[src/rtl/opf_pkg.sv]
package opf_pkg;

    typedef enum logic [3:0] {
        AM_REG    = 4'd0,
        AM_IMM    = 4'd1,
        AM_DISP   = 4'd2,
        AM_RIND   = 4'd3,
        AM_INDEX  = 4'd4,
        AM_ABS    = 4'd5,
        AM_MIND   = 4'd6,
        AM_AINC   = 4'd7,
        AM_ADEC   = 4'd8,
        AM_SCALED = 4'd9
    } amode_e;

    typedef enum logic [2:0] {
        S_IDLE,
        S_ADDR,
        S_READ1,
        S_READ2,
        S_UPDATE,
        S_DONE
    } fetch_state_e;

    typedef struct packed {
        logic legal;
        logic uses_mem;
        logic two_reads;
        logic auto_upd;
        logic auto_dec;
    } mode_info_t;

    function automatic mode_info_t decode_mode(input logic [3:0] code);
        mode_info_t mi;
        mi = '0;
        mi.legal     = (code <= 4'd9);
        mi.uses_mem  = mi.legal && (code != AM_REG) && (code != AM_IMM);
        mi.two_reads = (code == AM_MIND);
        mi.auto_upd  = (code == AM_AINC) || (code == AM_ADEC);
        mi.auto_dec  = (code == AM_ADEC);
        return mi;
    endfunction

endpackage

[src/rtl/opf_addr_gen.sv]
module opf_addr_gen
    import opf_pkg::*;
#(
    parameter int W = 16
) (
    input  logic [3:0]   mode,
    input  logic [W-1:0] base_val,
    input  logic [W-1:0] index_val,
    input  logic [W-1:0] field,
    input  logic [1:0]   size_code,
    output logic [W-1:0] ea,
    output logic [W-1:0] base_next
);
    localparam logic [W-1:0] ONE = W'(1);

    logic [W-1:0] step;
    logic [W-1:0] scaled_index;
    mode_info_t   mi;

    always_comb begin
        step         = ONE << size_code;
        scaled_index = index_val << size_code;
        mi           = decode_mode(mode);
        case (mode)
            AM_DISP:   ea = field + base_val;
            AM_INDEX:  ea = base_val + index_val;
            AM_ABS:    ea = field;
            AM_SCALED: ea = field + base_val + scaled_index;
            default:   ea = base_val;
        endcase
        base_next = mi.auto_dec ? (base_val - step) : (base_val + step);
    end

endmodule

[src/rtl/opf_seq.sv]
module opf_seq
    import opf_pkg::*;
#(
    parameter int W   = 16,
    parameter int RIW = 4
) (
    input  logic           clk,
    input  logic           rst,
    input  logic           start,
    input  logic [3:0]     mode_in,
    input  logic [RIW-1:0] base_in,
    input  logic [RIW-1:0] index_in,
    input  logic [W-1:0]   field_in,
    input  logic [1:0]     size_in,
    output logic [3:0]     cur_mode,
    output logic [RIW-1:0] cur_base,
    output logic [RIW-1:0] cur_index,
    output logic [W-1:0]   cur_field,
    output logic [1:0]     cur_size,
    input  logic [W-1:0]   ea,
    input  logic [W-1:0]   base_next,
    input  logic [W-1:0]   base_val,
    output logic           mem_req,
    output logic [W-1:0]   mem_addr,
    input  logic           mem_valid,
    input  logic [W-1:0]   mem_rdata,
    output logic           rf_we,
    output logic [RIW-1:0] rf_wa,
    output logic [W-1:0]   rf_wd,
    output logic [W-1:0]   operand,
    output logic           done,
    output logic           illegal
);
    fetch_state_e   state_q;
    logic [3:0]     mode_q;
    logic [RIW-1:0] base_q;
    logic [RIW-1:0] index_q;
    logic [W-1:0]   field_q;
    logic [1:0]     size_q;
    logic [W-1:0]   addr_q;
    logic [W-1:0]   wb_q;
    logic [W-1:0]   res_q;
    logic           ill_q;
    mode_info_t     info;

    assign info = decode_mode(mode_q);

    always_ff @(posedge clk) begin
        if (rst) begin
            state_q <= S_IDLE;
            mode_q  <= '0;
            base_q  <= '0;
            index_q <= '0;
            field_q <= '0;
            size_q  <= '0;
            addr_q  <= '0;
            wb_q    <= '0;
            res_q   <= '0;
            ill_q   <= 1'b0;
        end else begin
            case (state_q)
                S_IDLE: begin
                    if (start) begin
                        mode_q  <= mode_in;
                        base_q  <= base_in;
                        index_q <= index_in;
                        field_q <= field_in;
                        size_q  <= size_in;
                        res_q   <= '0;
                        ill_q   <= 1'b0;
                        state_q <= S_ADDR;
                    end
                end
                S_ADDR: begin
                    if (!info.legal) begin
                        ill_q   <= 1'b1;
                        state_q <= S_DONE;
                    end else if (!info.uses_mem) begin
                        res_q   <= (mode_q == AM_IMM) ? field_q : base_val;
                        state_q <= S_DONE;
                    end else begin
                        addr_q  <= ea;
                        wb_q    <= base_next;
                        state_q <= S_READ1;
                    end
                end
                S_READ1: begin
                    if (mem_valid) begin
                        if (info.two_reads) begin
                            addr_q  <= mem_rdata;
                            state_q <= S_READ2;
                        end else begin
                            res_q   <= mem_rdata;
                            state_q <= info.auto_upd ? S_UPDATE : S_DONE;
                        end
                    end
                end
                S_READ2: begin
                    if (mem_valid) begin
                        res_q   <= mem_rdata;
                        state_q <= S_DONE;
                    end
                end
                S_UPDATE: state_q <= S_DONE;
                S_DONE:   state_q <= S_IDLE;
                default:  state_q <= S_IDLE;
            endcase
        end
    end

    always_comb begin
        cur_mode  = mode_q;
        cur_base  = base_q;
        cur_index = index_q;
        cur_field = field_q;
        cur_size  = size_q;
        mem_req   = (state_q == S_READ1) || (state_q == S_READ2);
        mem_addr  = addr_q;
        rf_we     = (state_q == S_UPDATE);
        rf_wa     = base_q;
        rf_wd     = wb_q;
        done      = (state_q == S_DONE);
        operand   = res_q;
        illegal   = done && ill_q;
    end

    // Request holds with a steady address until the handshake completes
    assert_req_hold_R7: assert property (@(posedge clk) disable iff (rst)
        (mem_req && !mem_valid) |=> (mem_req && $stable(mem_addr)));

    // Completion is a single-cycle pulse
    assert_done_pulse_R9: assert property (@(posedge clk) disable iff (rst)
        done |=> !done);

    // Base write-back is followed directly by completion, and only in auto modes
    assert_wb_then_done_R6: assert property (@(posedge clk) disable iff (rst)
        rf_we |=> done);
    assert_wb_auto_only_R6: assert property (@(posedge clk) disable iff (rst)
        rf_we |-> (mode_q == AM_AINC || mode_q == AM_ADEC));

    // Illegal completion comes straight from address phase: no read, no write
    assert_illegal_quiet_R8: assert property (@(posedge clk) disable iff (rst)
        illegal |-> ($past(state_q) == S_ADDR));

endmodule

[src/rtl/opnd_fetch_unit.sv]
module opnd_fetch_unit
    import opf_pkg::*;
#(
    parameter int W    = 16,
    parameter int NREG = 16,
    localparam int RIW = $clog2(NREG)
) (
    input  logic           clk,
    input  logic           rst,
    input  logic           start,
    input  logic [3:0]     mode_sel,
    input  logic [RIW-1:0] base_sel,
    input  logic [RIW-1:0] index_sel,
    input  logic [W-1:0]   imm_field,
    input  logic [1:0]     size_code,
    output logic [RIW-1:0] rf_rd_a_idx,
    input  logic [W-1:0]   rf_rd_a_data,
    output logic [RIW-1:0] rf_rd_b_idx,
    input  logic [W-1:0]   rf_rd_b_data,
    output logic           rf_we,
    output logic [RIW-1:0] rf_wa,
    output logic [W-1:0]   rf_wd,
    output logic           mem_req,
    output logic [W-1:0]   mem_addr,
    input  logic           mem_valid,
    input  logic [W-1:0]   mem_rdata,
    output logic [W-1:0]   operand,
    output logic           done,
    output logic           illegal
);
    logic [3:0]     cur_mode;
    logic [RIW-1:0] cur_base;
    logic [RIW-1:0] cur_index;
    logic [W-1:0]   cur_field;
    logic [1:0]     cur_size;
    logic [W-1:0]   ea;
    logic [W-1:0]   base_next;

    assign rf_rd_a_idx = cur_base;
    assign rf_rd_b_idx = cur_index;

    opf_addr_gen #(.W(W)) u_addr (
        .mode      (cur_mode),
        .base_val  (rf_rd_a_data),
        .index_val (rf_rd_b_data),
        .field     (cur_field),
        .size_code (cur_size),
        .ea        (ea),
        .base_next (base_next)
    );

    opf_seq #(.W(W), .RIW(RIW)) u_seq (
        .clk       (clk),
        .rst       (rst),
        .start     (start),
        .mode_in   (mode_sel),
        .base_in   (base_sel),
        .index_in  (index_sel),
        .field_in  (imm_field),
        .size_in   (size_code),
        .cur_mode  (cur_mode),
        .cur_base  (cur_base),
        .cur_index (cur_index),
        .cur_field (cur_field),
        .cur_size  (cur_size),
        .ea        (ea),
        .base_next (base_next),
        .base_val  (rf_rd_a_data),
        .mem_req   (mem_req),
        .mem_addr  (mem_addr),
        .mem_valid (mem_valid),
        .mem_rdata (mem_rdata),
        .rf_we     (rf_we),
        .rf_wa     (rf_wa),
        .rf_wd     (rf_wd),
        .operand   (operand),
        .done      (done),
        .illegal   (illegal)
    );

endmodule

[config.mk]
export PLATFORM = sky130hd
export DESIGN_NAME = opnd_fetch_unit
export DESIGN_NICKNAME = d
export VERILOG_FILES = /design/src/rtl/opf_pkg.sv /design/src/rtl/opf_addr_gen.sv /design/src/rtl/opf_seq.sv /design/src/rtl/opnd_fetch_unit.sv
export SDC_FILE = /design/constraint.sdc
export NUM_CORES = 1
export LEC_CHECK = 0
export BUFFER_PORTS_ARGS = -buffer_cell sky130_fd_sc_hd__buf_2
export CORE_ASPECT_RATIO = 1.4
export CORE_MARGIN = 2
export CORE_UTILIZATION = 40
export CTS_BUF_LIST = sky130_fd_sc_hd__clkbuf_8
export CTS_CLUSTER_DIAMETER = 150
export DETAILED_ROUTE_END_ITERATION = 10
export MAX_ROUTING_LAYER = met4
export PLACE_DENSITY = 0.61
export SLEW_MARGIN = 15
export SYNTH_ARGS = -nofsm -noshare
export SYNTH_HDL_FRONTEND = slang
export SYNTH_SLANG_ARGS = --single-unit
[constraint.sdc]
create_clock -name clk -period 5.5 [get_ports clk]
set_input_delay 0.275 -clock clk [delete_from_list [all_inputs] [get_ports clk]]
set_output_delay 0.275 -clock clk [all_outputs]
set_load 0.01 [all_outputs]
Word-level counts from Yosys, hierarchy flattened

Cells that the tools add are included.

Register bits: 82
Input port bits: 82
Output and inout port bits: 64
Logic and storage cells: 83

Add/subtract/negate cells: 5
$lt $le $gt $ge: 1
Equal/unequal tests: 23
Shifts and indexed selects: 2
Mux-type cells: 26
Reductions and logical operators: 16

Operators with widths:

| cell                                              | number |
|---|---|
| 2-to-1 mux 16 bit                                 | 12 |
| one-hot mux 16 bit (4 select lines)               | 2 |
| adder 16 bit                                      | 4 |
| one-hot mux 16 bit (2 select lines)               | 1 |
| 2-to-1 mux 3 bit                                  | 6 |
| != test 2 bit (second input constant)             | 9 |
| == test 4 x 3 -> 1 bit (second input constant)    | 4 |
| left shift 1 x 2 -> 16 bit (first input constant) | 1 |
| left shift 16 x 2 -> 16 bit                       | 1 |
| subtractor 16 bit                                 | 1 |
| one-hot mux 3 bit (5 select lines)                | 1 |
| AND reduction 3 bit                               | 3 |
| == test 4 bit (second input constant)             | 2 |
| nonzero test 4 bit                                | 2 |
| AND reduction 7 bit                               | 1 |
| == test 3 x 2 -> 1 bit (second input constant)    | 2 |
| == test 3 bit (second input constant)             | 2 |
| AND reduction 5 bit                               | 1 |
| == test 4 x 1 -> 1 bit (second input constant)    | 1 |
| == test 4 x 2 -> 1 bit (second input constant)    | 1 |
| <= comparator 4 bit (second input constant)       | 1 |
| != test 4 x 1 -> 1 bit (second input constant)    | 1 |
| nonzero test 2 bit                                | 2 |
| == test 3 x 1 -> 1 bit (second input constant)    | 1 |
| 6 further kinds                                   | 11 |

Logic depth before layout (Yosys ltp)

Gate-level depths: netlist (run 1).

Depth in word-level cells: 6
Depth in mapped cells: 17
Gate-level depth less buffers: 17

Modules after synthesis

A second synthesis (run 1) with hierarchy kept.

Cells, all modules: 965
Area total of the unflattened synthesis: 7736.2 um^2

By module, submodules not included:

| module       | times used | cells each | area an instance (um^2) | sequential area each (um^2) |
|---|---|---|---|---|
| opf_seq      | 1          | 459        | 4062.6                  | 1641.6 |
| opf_addr_gen | 1          | 506        | 3673.5                  | 0.0 |

Worst setup path before layout (run 1)

Ideal clock, no wire load.

Path type: reg-to-reg
From: register u_seq.size_q[0] (netlist: u_seq.cur_size[0])
To: register u_seq.wb_q[14] (netlist: u_seq.rf_wd[14])
Setup time: 0.070 ns
Data arrival time: 3.847 ns
Data required time: 5.430 ns
Slack: 1.583 ns
Stages on the path, launching flop included: 16
Buffers on the path: 2
Clock period less this slack: 3.917 ns
Cell sequence: dfxtp_1 -> clkbuf_1 -> clkbuf_1 -> or2_2 -> ha_1 -> inv_1 -> o21ai_0 -> ha_1 -> a2111oi_0 -> o21ai_0 -> a211oi_1 -> o21ai_0 -> a31oi_1 -> xnor2_1 -> nand2_1 -> a21oi_1

Cells in the longest elaborated chain, start to end: 3
Elaborated cells on any way between the ends: 4
Classes of those cells: add/sub (2); shift (1); mux (1)

RTL lines:

| what                                                     | line               | RTL |
|---|---|---|
| from (decl)                                              | opf_seq.sv:39      | `logic [1:0] size_q;` |
| from (signal assigned)                                   | opf_seq.sv:68      | `size_q <= size_in;` |
| left shift 1 x 2 -> 16 bit (*)                           | opf_addr_gen.sv:21 | `step = ONE << size_code;` |
| adder 16 bit / subtractor 16 bit (equally long branches) | opf_addr_gen.sv:31 | `base_next = mi.auto_dec ? (base_val - step) : (base_val + step);` |
| 2-to-1 mux 16 bit (*)                                    | opf_addr_gen.sv:31 |  |
| to (signal assigned)                                     | opf_seq.sv:83      | `wb_q <= base_next;` |
| to (decl)                                                | opf_seq.sv:41      | `logic [W-1:0] wb_q;` |

Mark *: on every way between the ends. The rest lies on a longest branch, timed or not.
A chain may end at the register's enable or synchronous reset.

Final worst setup path (run 1)

Ends and elaborated chain as after synthesis.

==> results of run 1 <==
-- power groups by stage --
stage          Clock, mW  Sequential [mW]  Combinational [mW]
6_report           0.493            0.791                1.54
5_1_grt            0.527            0.806                1.71
4_1_cts            0.508            0.791                1.53
3_5_place_dp           0            0.804                1.53
3_3_place_gp           0            0.803                1.52
2_1_floorplan          0            0.804                1.09
-- area by class of cell --
type / count / share of cell area
inverters: 18 / 0.00836
clock inverters: 6 / 0.00882
clock buffers: 10 / 0.0170
flip-flops and latches: 82 / 0.203
well taps: 236 / 0.0365
multi-input cells: 759 / 0.622
repair buffers: 160 / 0.104
-- cell families (layout without fill, tap and decap cells) --
family / count (synthesis) / count (layout) / share of synthesized area
flip-flops: 82 / 82 / 0.233
AND/OR/NAND/NOR: 311 / 311 / 0.196
XOR/XNOR: 52 / 52 / 0.0658
AO/OA/AOI/OAI: 314 / 314 / 0.287
multiplexers: 17 / 17 / 0.0439
adder cells (fa/ha/maj): 65 / 65 / 0.120
buffers and inverters: 75 / 194 / 0.0539
-- worst min-delay path by stage --
stage,startpoint,to,slack [ns],depth (start not counted)
after floorplan,mode_sel[0],u_seq.cur_mode[0],0.41,2
after global placement,u_seq.cur_index[3],u_seq.cur_index[3],0.44,2
after detailed placement,u_seq.rf_wd[13],u_seq.rf_wd[13],0.44,2
after CTS,imm_field[3],u_seq.cur_field[3],0.10,3
after global routing,base_sel[2],u_seq.cur_base[2],0.11,3
final,index_sel[1],u_seq.cur_index[1],0.12,3
-- placed cells by master (no fill, tap or decap), drive strengths merged, types with 14 or more instances in the layout --
cell / n
a211oi: 42
a21o: 20
a21oi: 126
buf: 160
dfxtp: 82
ha: 61
inv: 21
nand2: 147
nand2b: 14
nand3: 15
nor2: 73
nor3: 21
o21ai: 50
xnor2: 37
xor2: 15
-- critical path, stage by stage, from the launching register on --
cell	delay (ns)
dfxtp_1	0.32
buf_4	0.28
or2_2	0.18
ha_1	0.14
inv_1	0.03
o21ai_0	0.61
ha_1	0.41
a2111oi_0	0.60
o21ai_0	0.27
a211oi_1	0.37
o21ai_0	0.21
a31oi_1	0.23
xnor2_1	0.14
nand2_1	0.07
a21oi_1	0.15
-- registers in the layout (all words and copies together), names as in the netlist --
register and flops:
u_seq.cur_base 4, u_seq.cur_field 16, u_seq.cur_index 4, u_seq.cur_mode 4, u_seq.cur_size 2, u_seq.ill_q 1, u_seq.mem_addr 16, u_seq.operand 16
u_seq.rf_wd 16, u_seq.state_q 3
-- layer usage --
metal,part of all wire,wire [um],vias up,global-route usage
met4,0.060,1480,0,0.148
met2,0.50,12500,247,0.474
li1,-,-,3573,-
met3,0.050,1240,93,0.0423
met1,0.39,9540,3388,0.308
met5,0,0,-,-
-- metrics by stage --
| stage | hold slack (ns) | total power, mW | cell area, um2 | cells |
|---|---|---|---|---|
| floorplan | 0.411 | 1.90 | 7040 | 916 |
| global placement | 0.441 | 2.33 | 7870 | 1255 |
| detailed placement | 0.442 | 2.33 | 7870 | 1255 |
| CTS | 0.105 | 2.83 | 8080 | 1271 |
| global route | 0.109 | 3.04 | 8080 | 1271 |
| finish | 0.120 | 2.82 | 8080 | 1271 |
==> results by group, run 1 <==
Timing
  – Final hold vios: 0
  – Worst Skew: 0.0112 ns
  – Crit path time final: 4.10 ns
  – PnR worst setup slack: 1.40 ns
  – Fmax: approximately 240 MHz
  – Slew Viols, Final: 0
  – Worst Max-Slew Pin Slew: 0.939 ns
  – RSZ-0062 raised after global routing: false
  – Slew HR: 0.374
  – Setup_tns: 0 ns
  – Final setup viols: 0
  – Tcrit/Tclk final: 0.745

Floorplanning
  – Die X: about 120 um
  – Ports: 146
  – Initial Utilization: 0.406
  – Core Rows: 57
  – Core footprint: 0.0173 mm2
  – Die area: 0.0187 mm2
  – Die H: 161 um

CTS
  – CTS Hold Bufs: 0
  – Skew-Pair Late Insertion Delay: approximately 0.38 ns
  – CTS tree: built
  – H-tree levels: 3
  – Root buf cell: clkbuf_8
  – CTS max path bufs: 2
  – Post-CTS setup buffers: 0
  – Clock Sink Count: 82
  – CTS buffer count: 9
  – Worst-path clk slew: 0.10 ns
  – Post-CTS Resized: 0

Global routing
  – First-pass GRT wire length: 38.5 mm
  – Vias in the first global route: approximately 7200
  – Initial antenna violation count: 0
  – Total congestion overflow: 0
  – Largest net degree at the start of global routing: 84
  – GRT Overall Usage: 0.278

Drt
  – Via Count: 7301
  – Drc violations: 0
  – Avg WL per Cell: 19.4 um
  – Remaining antenna violation count after routing: 0
  – First-pass DRT Iterations: 5
  – Drt first-iter violations: 494
  – Routed wire length: 24.7 mm
  – Post-DR vias/cell: around 5.7

Cells and area
  – Footprint of the multi-input gates: 0.00503 mm2
  – Share of cells above drive strength 1: 0.203
  – # fillers: 1820
  – Final nets: 1177
  – Register area: 0.00164 mm2
  – Util after Layout: 0.466
  – Number of diodes: 0
  – Area Growth Syn to Fin: 14.8%

Synthesis
  – Sequential fraction of the synthesis area: 0.233
  – Top post-synthesis cells by count: nand2_1 (147), a21oi_1 (126), dfxtp_1 (82)
  – Synth area leader: dfxtp_1
  – Post-synth EDFFs: 0
  – Number of synthesized register bits: 82
  – Post-Syn Nets: between 1000 and 1500
  – Main area contributors after synthesis: dfxtp_1 (23%), ha_1 (11%), a21oi_1 (9.0%), nand2_1 (7.8%), xnor2_1 (4.5%)
  – Share of synthesized flip-flops with an asynchronous set or reset: 0
  – Post-synthesis cell count: around 920
  – Synth Cell Area: 0.00704 mm2
  – Ys flop type: dfxtp_1
  – Ys Warns: 0
  – Top-count cell post-synth: nand2_1
  – Mean Syn Cell Area: 7.68 um2
  – Post-synth top area share: 0.233
  – Yosys cell types: 70

Power and ir drop
  – Pwr/cell area: 349 mW/mm2
  – Internal power: about 1.5 mW
  – Net Switching: approximately 1.3 mW
  – P_leak: 3.46 nW
  – Sequential Power Share: 0.281
  – Max IR drop VDD: 0.175 mV
  – Logic pwr share: 0.545
  – Clock group share of total power: 0.175
  – Sw frac: 0.451

Critical path
  – Max FO, Critical Path: 23
  – Reg2reg end: u_seq.rf_wd[14]
  – Crit start category: flip-flop
  – Data arrival, critical path: 4.39 ns
  – R2r startpoint: u_seq.cur_size[0]
  – Reg2reg setup slack: 1.40 ns
  – Req. time, crit path: 5.80 ns
  – Crit path launch: u_seq.cur_size[0]
  – Crit path to: u_seq.rf_wd[14]
  – R2r worst-path depth: 14
  – Element type at the critical path end: flip-flop
  – Type of the worst setup path: reg -> reg

Outcome
  – Status: finished, final reports clean

Placement
  – Port Buffers: 145
  – RD Place Congestion: 0.931
  – HPWL after detailed placement: ~19 mm
  – Pre-CTS WS: 1.42 ns

Job
  – Max-cap viol count: 0

Min path
  – HP Class: in -> reg
No activity file was read; power rests on OpenSTA's default activity.
==> inputs of run 2 (changes only) <==
Settings changed: ABC_AREA from default to 1, PLACE_DENSITY 0.61 to 0.63.
Clock period 5.5 ns to 3.7 ns, I/O delays scaled along.
==> run 2 against run 1 <==
Via count increased by 17%. Critical path depth increased by 2. Die area increased by 6.6%. Cell area increased by 9.3%. Clock power increased by 71%. First-iteration DRC count increased by 7.1%. Combinational power increased by 130%. Worst hold slack got worse by 0.081 ns. Non-clock buffer count increased by 16. Clock skew increased by 0.0057 ns. Highest routed layer unchanged.
==> results by group, run 2 <==
CTS
  – H-tree levels: 3
  – Clock Sink Count: between 80 and 90
  – CTS tree: built
  – Skew-Pair Late Insertion Delay: about 0.38 ns
  – CTS max path bufs: 2
  – CTS buffer count: 9
  – Worst-path clk slew: 0.10 ns
  – Root buf cell: clkbuf_8

Critical path
  – Crit path launch: u_seq.cur_field[0]
  – CP cell instances: ha_1, fa_1, a21oi_2, o21ai_0, or2_2, and2_1, ha_1, nand2_1, o21a_1, or2_2, nand3_1, nand3_1, nand3_1, nand4_1, nand2_1, a21oi_1
  – Reg2reg end: u_seq.mem_addr[15]
  – Reg2reg setup slack: 0.27 ns
  – Element type at the critical path end: flip-flop
  – Type of the worst setup path: reg -> reg
  – R2r startpoint: u_seq.cur_field[0]
  – Top cell by count, worst path: nand3_1
  – Slowest cell on the critical path: fa_1
  – Req. time, crit path: 3.95 ns
  – Max FO, Critical Path: 6
  – R2r worst-path depth: 16
  – Slowest cell delay on critical path: approximately 0.45 ns
  – Data arrival, critical path: 3.68 ns
  – Crit start category: flip-flop

Power and ir drop
  – Internal power: 2.80 mW
  – Max IR drop VDD: 0.348 mV
  – Sequential Power Share: 0.224
  – Clock group share of total power: 0.150
  – Net Switching: 2.83 mW
  – Sw frac: 0.502
  – P_leak: about 4.4 nW
  – Pwr/cell area: 638 mW/mm2
  – Logic pwr share: 0.626

Timing
  – Slew HR: 0.354
  – Slew Viols, Final: 0
  – WHS: between 0.03 and 0.04 ns
  – Worst Max-Slew Pin Slew: 0.959 ns
  – Setup_tns: 0 ns
  – Fmax: 292 MHz
  – Worst Skew: between 0.015 and 0.02 ns
  – Final hold vios: 0
  – Tcrit/Tclk final: 0.927
  – Final setup viols: 0
  – Crit path time final: 3.43 ns
  – RSZ-0062 raised after global routing: false

Outcome
  – Status: finished, final reports clean

Drt
  – Met2 WL: 13.8 mm
  – Via Count: 8521
  – Avg WL per Cell: 18.8 um
  – Met3 routed WL: 1.51 mm
  – Highest Signal Layer: met4
  – Met1 wire length: 11.7 mm
  – Remaining antenna violation count after routing: 0
  – Drc violations: 0
  – Drt first-iter violations: roughly 530
  – Post-DR vias/cell: 5.51
  – Routed wire length: a little under 30 mm
  – First-pass DRT Iterations: 5

Synthesis
  – Adder-cell share of the synthesized area: 0.112
  – Mean Syn Cell Area: 6.52 um2
  – Top-count cell post-synth: nand2_1
  – Main area contributors after synthesis: dfxtp_1 (22%), nand2_1 (12%), a21oi_1 (11%), ha_1 (10%), o21ai_0 (7.3%)
  – Sequential fraction of the synthesis area: 0.218
  – Share of synthesized flip-flops with an asynchronous set or reset: 0
  – Yosys cell types: 50
  – Post-synth top area share: 0.218
  – Post-synth EDFFs: 0
  – Synth area leader: dfxtp_1
  – Post-synthesis cell count: 1153
  – Number of synthesized register bits: 82
  – Top post-synthesis cells by count: nand2_1 (246), a21oi_1 (165), inv_1 (135)
  – Post-Syn Nets: 1300
  – Post-synthesis compound-gate area fraction: 0.297
  – Synth Cell Area: 0.00752 mm2
  – Post-Synth XOR/XNOR Area: 0.0291
  – Largest family of logic cells by synthesized area: compound AO/OA/AOI/OAI gates
  – Post-synthesis simple-gate area fraction: 0.238
  – Ys Warns: 0
  – Mux contribution to synthesized area: 0.00266
  – Ys flop type: dfxtp_1

Floorplanning
  – Die area: 0.0199 mm2
  – Die H: 166 um
  – Core footprint: 0.0185 mm2
  – Ports: 146
  – Initial Utilization: 0.406
  – Core Rows: 59
  – Die X: 120 um

Cells and area
  – Highest-count cells in the layout ignoring fill and taps: nand2_1 (245), a21oi_1 (164), buf_2 (145)
  – Final nets: 1445
  – Share of cells above drive strength 1: 0.200
  – # fillers: around 2000
  – Final non-filler cell total: 1547
  – Util after Layout: 0.477
  – Area Growth Syn to Fin: 17.5%
  – Number of diodes: 0
  – Most common cell after layout, fill and taps aside: nand2_1

Placement
  – Port Buffers: 145
  – RD Place Congestion: 0.997
  – # placed instances: 1531
  – HPWL after detailed placement: approximately 24 mm

Min path
  – HP Class: in -> reg
  – Hold Path End: u_seq.cur_field[8]
  – Hold path depth: 3
  – Hold path start: imm_field[8]

Global routing
  – Initial antenna violation count: 0
  – GRT Overall Usage: 0.297
  – Vias in the first global route: 8122
  – Largest net degree at the start of global routing: 35
  – Total congestion overflow: 0
  – First-pass GRT wire length: 44.5 mm

Job
  – Max-cap viol count: 0
-- run 2: changes by cell type after synthesis, moves of 12 or more --
cell      delta
inv_1      +117
nand2_1     +99
o21ai_0     +63
a211oi_1    -39
a21oi_1     +39
nand3_1     +39
xnor2_1     -26
a221oi_2    +16
a21oi_2     +15
inv_2       +14
nand2b_1    -14
clkbuf_1    -12
-- run 2: worst max path at each step --
stage,endpoint,slack (ns)
6_report,u_seq.mem_addr[15],0.27
5_1_grt,u_seq.mem_addr[15],0.07
4_1_cts,u_seq.mem_addr[15],0.18
3_5_place_dp,u_seq.mem_addr[15],0.16
3_3_place_gp,u_seq.mem_addr[15],0.21
2_1_floorplan,u_seq.mem_addr[15],0.60
-- run 2: critical path, delay by kind of cell (launching register included) --
| kind | cells | cell delay (ns) |
|---|---|---|
| adders and majority gates | 3 | 1.03 |
| DFF | 1 | 0.33 |
| AOI/OAI and AO/OA | 4 | 0.65 |
| and+or+nand+nor | 9 | 1.30 |
-- run 2: layout make-up --
cell class | instances | area, um2 | share of cell area
multi-input combinational | 879 | 5110 | 0.579
inverter | 150 | 566 | 0.0640
tap | 244 | 305 | 0.0346
timing repair buffer | 176 | 958 | 0.109
clock inverter | 7 | 128 | 0.0144
clock buffer | 9 | 124 | 0.0140
sequential | 82 | 1640 | 0.186
-- run 2: per-stage QoR --
stage | power [mW] | cell area, um2 | setup slack, ns
4_1_cts | 5.62 | 8830 | 0.185
6_report | 5.63 | 8830 | 0.271
3_5_place_dp | 4.75 | 8580 | 0.159
3_3_place_gp | 4.76 | 8580 | 0.211
2_1_floorplan | 3.73 | 7520 | 0.602
5_1_grt | 6.08 | 8830 | 0.0742
-- run 2: layer usage --
metal	GRT usage	up-vias
li1	-	4224
met1	0.335	3904
met2	0.496	305
met3	0.0416	88
met4	0.174	0
met5	-	-
-- run 2: what timing repair did --
action                     in CTS  in global routing
gates resized for setup         0                  1
setup endpoints to repair       0                  2
buffers inserted                0                  0
hold buffers                    0                  0
-- run 2: cells by family after synthesis --
kind of cell,Yosys count
compound gates,370
xor+xnor,25
fa+ha+maj,65
buf+inv,192
flops,82
mux,2
simple gates,417
-- run 2: power groups by stage --
stage | logic, mW | registers [mW] | clock network, mW
2_1_floorplan | 2.42 | 1.32 | 0
3_3_place_gp | 3.48 | 1.27 | 0
3_5_place_dp | 3.47 | 1.28 | 0
4_1_cts | 3.50 | 1.26 | 0.852
5_1_grt | 3.91 | 1.29 | 0.884
6_report | 3.52 | 1.26 | 0.844
==> inputs of run 3 (changes only) <==
Settings changed: MAX_ROUTING_LAYER met4 to default.
==> run 3 against run 2 <==
Fmax grew 0.75%. Wire length shrank 0.77%. Global-route usage shrank 1.1 points. Cell area shrank 0.24%. Sequential share of layout area grew 0.059 points. Cell count is the same. Critical path depth is the same. Highest routed layer is now met5. Non-clock buffer count is the same. First-iteration DRC count grew 20%. Clock-buffer cell count is the same. Combinational power is essentially flat. Via count shrank 0.99%.
==> results by group, run 3 (same netlist as run 2, synthesis figures left out) <==
Outcome
  – Status: finished, final reports clean

Power and ir drop
  – P_leak: roughly 4.4 nW
  – Overall Power: 5.57 mW
  – Max IR drop VDD: 0.352 mV
  – Logic pwr share: 0.633
  – Internal power: 2.73 mW
  – Pwr/cell area: about 630 mW/mm2
  – Sequential Power Share: 0.227
  – Net Switching: 2.84 mW
  – Sw frac: 0.510
  – Clock group share of total power: 0.140

Timing
  – Slew Viols, Final: 0
  – Slew HR: 0.428
  – Setup_tns: 0 ns
  – Final setup viols: 0
  – Tcrit/Tclk final: 0.920
  – RSZ-0062 raised after global routing: false
  – Fmax: 294 MHz
  – Crit path time final: 3.40 ns
  – Worst Max-Slew Pin Slew: 0.849 ns
  – Final hold vios: 0
  – Worst Skew: 0.0140 ns

Drt
  – Remaining antenna violation count after routing: 0
  – Routed wire length: a little under 30 mm
  – First-pass DRT Iterations: 5
  – Avg WL per Cell: 18.6 um
  – Drc violations: 0
  – Drt first-iter violations: 633
  – Via Count: 8437
  – Post-DR vias/cell: 5.45

Critical path
  – Crit start category: flip-flop
  – R2r worst-path depth: 16
  – Data arrival, critical path: 3.66 ns
  – R2r startpoint: u_seq.cur_field[0]
  – Element type at the critical path end: flip-flop
  – Reg2reg setup slack: between 0.2 and 0.3 ns
  – Max FO, Critical Path: 6
  – Reg2reg end: u_seq.mem_addr[15]
  – Type of the worst setup path: reg -> reg
  – Req. time, crit path: 3.96 ns

Cells and area
  – Final non-filler cell total: around 1500
  – Most common cell after layout, fill and taps aside: nand2_1
  – Share of cells above drive strength 1: 0.200
  – Area Growth Syn to Fin: 17.2%
  – Design Area, Final: 0.00881 mm2
  – Final nets: 1445
  – Highest-count cells in the layout ignoring fill and taps: nand2_1 (245), a21oi_1 (164), buf_2 (145)
  – Number of diodes: 0

Min path
  – HP Class: in -> reg
  – Hold Path End: u_seq.cur_index[3]
  – Hold path depth: 3
  – Hold path start: index_sel[3]

CTS
  – CTS tree: built
  – Clock Sink Count: just over 80
  – CTS Hold Bufs: 0
  – CTS max path bufs: 2
  – H-tree levels: 3
  – Worst-path clk slew: 0.10 ns
  – Post-CTS Resized: 0
  – Skew-Pair Late Insertion Delay: approximately 0.38 ns
  – CTS buffer count: 9
  – Root buf cell: clkbuf_8
  – Post-CTS setup buffers: 0

Global routing
  – GRT Overall Usage: 0.285
  – Largest net degree at the start of global routing: 35
  – Vias in the first global route: 8030
  – Total congestion overflow: 0
  – First-pass GRT wire length: ~44 mm
  – Initial antenna violation count: 1

Floorplanning
  – Initial Utilization: 0.406
  – Die H: between 150 and 200 um
  – Ports: 146
  – Die X: 120 um
  – Die area: 0.0199 mm2
  – Core footprint: roughly 0.019 mm2
  – Core Rows: 59

Placement
  – RD Place Congestion: 1.04
  – HPWL after detailed placement: approximately 24 mm
  – Dpl cell area: 0.00858 mm2
  – # placed instances: between 1500 and 2000
  – Port Buffers: 145

Job
  – Max-cap viol count: 0
==> run 3: final cells by class <==
class	count	area [um2]
Multi-Input combinational cell	879	5110
Sequential cell	82	1640
Timing Repair Buffer	176	958
Tap cell	244	305
Clock buffer	9	124
Fill cell	1994	9720
Clock inverter	7	105
Inverter	150	566
==> run 3: worst max-delay path by stage <==
stage | startpoint | end | slack, ns | depth (start not counted)
2_1_floorplan | u_seq.cur_field[0] | u_seq.mem_addr[15] | 0.60 | 16
3_3_place_gp | rf_rd_a_data[0] | u_seq.mem_addr[15] | 0.19 | 17
3_5_place_dp | rf_rd_a_data[0] | u_seq.mem_addr[15] | 0.20 | 17
4_1_cts | u_seq.cur_field[0] | u_seq.mem_addr[15] | 0.20 | 16
5_1_grt | u_seq.cur_field[8] | u_seq.mem_addr[15] | 0.006 | 20
6_report | u_seq.cur_field[0] | u_seq.mem_addr[15] | 0.30 | 16
==> run 3: critical path: stages (launching register included) <==
cell	delay (ns)
dfxtp_1	0.33
ha_1	0.21
fa_1	0.45
a21oi_2	0.24
o21ai_0	0.13
or2_2	0.29
and2_1	0.15
ha_1	0.37
nand2_1	0.12
o21a_1	0.22
or2_2	0.28
nand3_1	0.11
nand3_1	0.08
nand3_1	0.08
nand4_1	0.07
nand2_1	0.09
a21oi_1	0.05
==> run 3: per-stage QoR <==
step | hold WS (ns) | util | setup slack (ns)
detailed placement | 0.439 | 0.463 | 0.195
finish | 0.0387 | 0.476 | 0.297
global placement | 0.435 | 0.463 | 0.187
CTS | 0.0335 | 0.475 | 0.204
global route | 0.0415 | 0.476 | 0.00567
floorplan | 0.329 | - | 0.602
==> run 3: power by group through the flow <==
stage	combinational [mW]	sequential (mW)	clock, mW
after global placement	3.49	1.28	0
after CTS	3.49	1.26	0.790
after floorplan	2.42	1.32	0
after global routing	3.91	1.28	0.820
after detailed placement	3.47	1.28	0
final	3.53	1.26	0.782
==> run 3: routing by layer <==
layer	GRT usage	up-vias	wire (um)
met5	0	-	13
met4	0.148	2	1520
met3	0.0261	57	1250
met2	0.498	270	14000
met1	0.345	3905	12100
li1	-	4203	-
